`src/rtl/dseq_pkg.sv`:
```
`timescale 1ns/1ps
package dseq_pkg;
    localparam int UW_BYTES = 7;
    localparam int UW_W     = 8 * UW_BYTES;
    localparam int STAT_W   = 12;
    localparam int CMD_W    = 12;
    localparam int NUM_CTR  = 3;
    localparam int BYTE2_LO = 16;

    // drive status bit positions
    localparam int DS_READY = 0;
    localparam int DS_FAULT = 1;
    localparam int DS_ONCYL = 2;
    localparam int DS_WPROT = 7;
    localparam int DS_RAMOV = 11;

    typedef enum logic {
        ST_RUN   = 1'b0,
        ST_PANIC = 1'b1
    } seq_state_e;

    function automatic logic [7:0] uw_byte(input logic [UW_W-1:0] w, input int k);
        return w[8*k +: 8];
    endfunction
endpackage

```
`src/rtl/dseq_edge_ctr.sv`:
```
`timescale 1ns/1ps
module dseq_edge_ctr #(
    parameter int W = 8
) (
    input  logic         clk,
    input  logic         rst,
    input  logic         step,
    input  logic         bit_old,
    input  logic         bit_new,
    input  logic         clr_new,
    output logic [W-1:0] count
);
    always_ff @(posedge clk) begin
        if (rst) begin
            count <= '0;
        end else if (step) begin
            if (clr_new)
                count <= '0;
            else if (bit_new && !bit_old)
                count <= count + 1'b1;
        end
    end
endmodule

```
`src/rtl/dseq_cond_mux.sv`:
```
`timescale 1ns/1ps
module dseq_cond_mux
    import dseq_pkg::*;
(
    input  logic [1:0]        lut_bits,
    input  logic              ed_bit2,
    input  logic              head_bit0,
    input  logic [STAT_W-1:0] drive_stat,
    input  logic [CMD_W-1:0]  cmd_word,
    input  logic [1:0]        bank_sel,
    input  logic [2:0]        bit_sel,
    output logic              cond_n
);
    logic [7:0] bank [4];

    always_comb begin
        bank[0] = {drive_stat[DS_ONCYL], drive_stat[DS_FAULT], drive_stat[DS_READY],
                   1'b0, head_bit0, ed_bit2, lut_bits};
        bank[1] = drive_stat[10:3];
        bank[2] = {cmd_word[3:0], 3'b000, drive_stat[DS_RAMOV]};
        bank[3] = cmd_word[11:4];
        cond_n  = ~bank[bank_sel][bit_sel];
    end
endmodule

```
`src/rtl/dseq_status_pack.sv`:
```
`timescale 1ns/1ps
module dseq_status_pack
    import dseq_pkg::*;
(
    input  logic [2:0]        code_bits,
    input  logic [1:0]        ed_low,
    input  logic [STAT_W-1:0] drive_stat,
    output logic [7:0]        host_status
);
    always_comb begin
        host_status = {drive_stat[DS_FAULT], ed_low, drive_stat[DS_WPROT],
                       drive_stat[DS_READY], code_bits};
    end
endmodule

```
`src/rtl/dseq_uword_path.sv`:
```
`timescale 1ns/1ps
module dseq_uword_path
    import dseq_pkg::*;
#(
    parameter int CTR_W     = 8,
    parameter int LUT_DEPTH = 32
) (
    input  logic                   clk,
    input  logic                   rst,
    input  logic                   uw_valid,
    input  logic [UW_W-1:0]        uword,
    input  logic                   panic_req,
    input  logic [STAT_W-1:0]      drive_stat,
    input  logic [CMD_W-1:0]       cmd_word,
    input  logic [2*LUT_DEPTH-1:0] line_lut,
    output logic [3:0]             seq_instr,
    output logic [7:0]             seq_data,
    output logic                   cond_n,
    output logic                   req_b,
    output logic [7:0]             host_status,
    output logic [CTR_W-1:0]       line_cnt,
    output logic [CTR_W-1:0]       ed_cnt,
    output logic [CTR_W-1:0]       head_cnt
);
    localparam int LUT_AW = $clog2(LUT_DEPTH);

    seq_state_e      state_q, state_d;
    logic [UW_W-1:0] held_word;
    logic [7:0]      hb1, hb2, hb3, hb6;
    logic [CTR_W-1:0] cnt [NUM_CTR];
    logic [LUT_AW-1:0] lut_idx;
    logic [1:0]      lut_bits;
    logic            unused_bits;

    // microword holding register
    always_ff @(posedge clk) begin
        if (rst)
            held_word <= '0;
        else if (uw_valid)
            held_word <= uword;
    end

    assign hb1 = uw_byte(held_word, 1);
    assign hb2 = uw_byte(held_word, 2);
    assign hb3 = uw_byte(held_word, 3);
    assign hb6 = uw_byte(held_word, 6);
    assign unused_bits = ^{held_word[47:32], hb2[7:1], hb3[7:2], hb3[0], hb6[7:3]};

    // panic state register
    always_ff @(posedge clk) begin
        if (rst)
            state_q <= ST_RUN;
        else
            state_q <= state_d;
    end

    always_comb begin
        state_d = state_q;
        unique case (state_q)
            ST_RUN:   if (panic_req) state_d = ST_PANIC;
            ST_PANIC: if (uw_valid && !panic_req) state_d = ST_RUN;
            default:  state_d = ST_RUN;
        endcase
    end

    // outputs of the state machine
    always_comb begin
        seq_instr = hb1[3:0];
        unique case (state_q)
            ST_RUN:   seq_instr = hb1[3:0];
            ST_PANIC: seq_instr = 4'h0;
            default:  seq_instr = 4'h0;
        endcase
    end

    assign seq_data = uw_byte(held_word, 0);
    assign req_b    = ~hb3[1];

    // event counters: clock bit 2k+1, clear bit 2k+2 of byte 2
    for (genvar k = 0; k < NUM_CTR; k++) begin : g_ctr
        dseq_edge_ctr #(.W(CTR_W)) u_ctr (
            .clk     (clk),
            .rst     (rst),
            .step    (uw_valid),
            .bit_old (held_word[BYTE2_LO + 2*k + 1]),
            .bit_new (uword[BYTE2_LO + 2*k + 1]),
            .clr_new (uword[BYTE2_LO + 2*k + 2]),
            .count   (cnt[k])
        );
    end

    assign line_cnt = cnt[0];
    assign ed_cnt   = cnt[1];
    assign head_cnt = cnt[2];

    assign lut_idx  = line_cnt[LUT_AW-1:0];
    assign lut_bits = line_lut[2*lut_idx +: 2];

    dseq_cond_mux u_cond (
        .lut_bits   (lut_bits),
        .ed_bit2    (ed_cnt[2]),
        .head_bit0  (head_cnt[0]),
        .drive_stat (drive_stat),
        .cmd_word   (cmd_word),
        .bank_sel   ({hb2[0], hb1[7]}),
        .bit_sel    (hb1[6:4]),
        .cond_n     (cond_n)
    );

    dseq_status_pack u_stat (
        .code_bits   (hb6[2:0]),
        .ed_low      (ed_cnt[1:0]),
        .drive_stat  (drive_stat),
        .host_status (host_status)
    );
endmodule

```
`config.mk`:
```
export PLATFORM = sky130hd
export DESIGN_NAME = dseq_uword_path
export DESIGN_NICKNAME = d
export VERILOG_FILES = /design/src/rtl/dseq_pkg.sv /design/src/rtl/dseq_edge_ctr.sv /design/src/rtl/dseq_cond_mux.sv /design/src/rtl/dseq_status_pack.sv /design/src/rtl/dseq_uword_path.sv
export SDC_FILE = /design/constraint.sdc
export NUM_CORES = 1
export LEC_CHECK = 0
export BUFFER_PORTS_ARGS = -buffer_cell sky130_fd_sc_hd__buf_2
export CAP_MARGIN = 20
export CORE_AREA = 2 2 87 89
export DETAILED_ROUTE_END_ITERATION = 7
export DIE_AREA = 0 0 89 91
export GPL_ROUTABILITY_DRIVEN = 0
export GPL_TIMING_DRIVEN = 0
export PLACE_DENSITY = 0.9
export SYNTH_ARGS = -nofsm -noshare
export SYNTH_HDL_FRONTEND = slang
export SYNTH_SLANG_ARGS = --single-unit
```
`constraint.sdc`:
```
create_clock -name clk -period 2.1 [get_ports clk]
set_input_delay 0.21 -clock clk [delete_from_list [all_inputs] [get_ports clk]]
set_output_delay 0.21 -clock clk [all_outputs]
set_load 0.01 [all_outputs]
```
==> metrics <==
TritonCTS clock tree=done; number of enable flip-flop cells after synthesis=0; YS warnings=0; outcome=finished, violations left; commonest non-fill, non-tap cell in the layout=buf_2; FP Rows=31; failing checks=setup timing; DRC viols=0; Final min period=2348 ps; final-report hold violation count=0; FF+latch count, synth=about 50; Critical Path End Type=primary output; DR WL/cell=14.91 um; clock skew=between 8 and 9 ps; Crit-path slowest cell=mux4_2; synthesized cell area=2979 um2; Clock Tree Buf Depth=2; Setup-failing EPs final=1; hpwl dp=around 7 mm; Worst setup SP type=flip-flop; FF-to-FF path depth=5; Via Count=2947; Crit path max-delay family=multiplexers; number of I/O port buffers=162; Slew @ Worst Pin=668.7 ps; die height=91 um; Setup CP Type=flip-flop to primary output; WP buf/inv=2; Syn Nets=around 460; Die Area=between 8000 and 9000 um2; asr flop ratio synth=0%; Starting DRT DRC Count=between 100 and 150; part of the cycle the worst path needs=111.8%; Req. time, crit path=1890 ps; IO Count=approximately 190; Pleak=1.913 nW; Post-CTS Hold Buffers=0; # fillers=663; worst skew pair latency=290 ps; core footprint=7137 um2; CTS clk-pin slew, worst paths=90 ps; final core utilization=56.75%; grt total ovfl=0; Detailed Route WL=8.558 mm; CP Max Fanout=10; Initial Util=41.74%; RSZ-0062 raised after global routing=true; sequential share of the synthesized area=32.93%; fin nets=around 630; first-pass GRT wire length=13.14 mm; largest net degree at the start of global routing=16; Hold Path Class=primary input to flip-flop; Final ANT Viol Nets=0; Die Wd=89 um; Place WS=-145.9 ps; Reg2Reg Setup Slack=roughly 550 ps; Worst R2R End=g_ctr[2].u_ctr.count[7]; # diodes=0; H-Tree Depth=2; Fmax=425.8 MHz; Hold EP=state_q; MaxCap Viol Count=0; Max rail drop VDD=458.3 uV; final worst slack=-248.3 ps; Worst R2R Start=held_word[21]; commonest non-fill, non-tap cells in the layout=buf_2 (163), nor2_1 (48), dfxtp_1 (45); setup TNS after final layout=-248.3 ps; vias in the first global route=2991; count of different cell masters after synthesis=42; drt pass-1 iters=4; hold path cells=3; CTS root buffer=clkbuf_8; CP cell instances=buf_12, mux4_2, mux2i_2, a2111oi_2, a31o_1, o21ai_2, buf_2; arrival time at the worst endpoint=2140 ps; Pwr per Cell Area=497.3 nW/um2; TritonCTS buffer count=5; Max Slew Vio Count=0; min-delay src=panic_req; Layout area overhead=35.95%; max_slew headroom=between 50% and 60%; prevailing post-synth register cell=dfxtp_1; Synth Instances=306; mean cell area of the mapped netlist=between 9 and 10 um2; Vias/cell=5.134; Post-CTS Setup Inserts=0; initial antenna violation count=0; Largest stage delay, worst path=between 500 and 600 ps; share of layout cells above drive strength 1=47.37%; clock sinks=49; Overall Global Routing Usage=20.12%
-- routing by layer --
metal	track usage [%]	vias up	wire, um
met5	0	-	0
met4	8.085	0	257
met3	3.727	20	673
met2	37.13	134	4370
met1	21.96	1366	3256
li1	-	1427	-
-- report_power, final --
part | total, mW | leakage [nW] | switching, mW | internal (mW)
Combinational | 0.411 | 1.46 | 0.179 | 0.232
Sequential | 0.987 | 0.403 | 0.0280 | 0.959
Clock | 0.617 | 0.0549 | 0.312 | 0.305
Total | 2.01 | 1.91 | 0.519 | 1.50
-- per-stage QoR --
step | cells | power, mW | cell area (um2) | hold slack [ps]
2_1_floorplan | 306 | 1.235 | 2979 | 327.4
3_3_place_gp | 567 | 1.405 | 3914 | 413.4
3_5_place_dp | 567 | 1.419 | 3914 | 428.5
4_1_cts | 574 | 2.037 | 4043 | 111.9
5_1_grt | 574 | 2.114 | 4050 | 108.0
6_report | 574 | 2.014 | 4050 | 123.8
-- state kept, by name (all words and copies together) (netlist names) --
name               cells
g_ctr.u_ctr.count     24
held_word             24
state_q                1
-- repair_timing --
action,in CTS,in global routing
gates resized for setup,16,3
pin swaps,1,0
setup endpoints to repair,1,1
-- logic make-up (layout without fill, tap and decap cells) --
kind of cell,count (synthesis),after routing,share of synthesized area (%)
muxes,56,56,26.88
DFF,49,49,32.93
adders and majority gates,3,3,1.260
and+or+nand+nor,101,101,16.30
xor gates and xnor gates,14,14,4.116
buffers and inverters,39,208,8.484
AOI/OAI and AO/OA,44,44,10.04
-- cells in the mapped netlist, types with 2 or more instances --
cell / n / share of area, %
nor2_1: 48 / 6.0
buf_1: 2 / 0.25
mux4_2: 14 / 11
mux2i_1: 38 / 13
nand4_1: 5 / 1.0
buf_6: 3 / 1.1
buf_2: 4 / 0.67
mux4_1: 4 / 3.5
nand3_1: 5 / 0.84
clkbuf_1: 6 / 0.76
and3_1: 4 / 0.84
buf_4: 21 / 5.3
o31ai_1: 2 / 0.50
xnor2_1: 2 / 0.59
nand2_1: 16 / 2.0
or3_1: 4 / 0.84
nor3b_1: 4 / 1.0
xor2_1: 12 / 3.5
dfxtp_1: 49 / 33
a211oi_2: 2 / 0.84
o21ai_0: 11 / 1.8
a22oi_1: 3 / 0.76
inv_1: 3 / 0.38
o211ai_2: 2 / 0.84
a21oi_1: 12 / 2.0
nor2b_1: 9 / 1.9
o21a_1: 2 / 0.50
ha_1: 3 / 1.3
a21o_1: 3 / 0.76
-- tightest hold or removal path: cells and delay by family --
| family | cells | cell delay, ps |
|---|---|---|
| compound gates | 1 | 30 |
| buf+inv | 1 | 70 |
| simple gates | 1 | 70 |
-- worst max-delay path by stage --
stage                                  from      to  slack, ps  cells after the start
CTS                 g_ctr[0].u_ctr.count[0]  cond_n       -230                      6
floorplan           g_ctr[0].u_ctr.count[1]  cond_n        130                      6
global placement              held_word[15]  cond_n        -50                      8
finish              g_ctr[0].u_ctr.count[1]  cond_n       -250                      7
global route        g_ctr[0].u_ctr.count[1]  cond_n       -340                      7
detailed placement            held_word[15]  cond_n       -150                      8
-- final cells by class --
cell class	count	area [um2]	share of cell area, %
multi-input combinational	218	1752	43.25
inverter	3	11.26	0.2780
sequential	49	993.5	24.53
clock buffer	7	96.34	2.379
buffer	35	254.0	6.271
clock inverter	1	8.758	0.2162
tap	99	123.9	3.058
timing repair buffer	162	810.8	20.02
No activity file was read; power rests on OpenSTA's default activity.
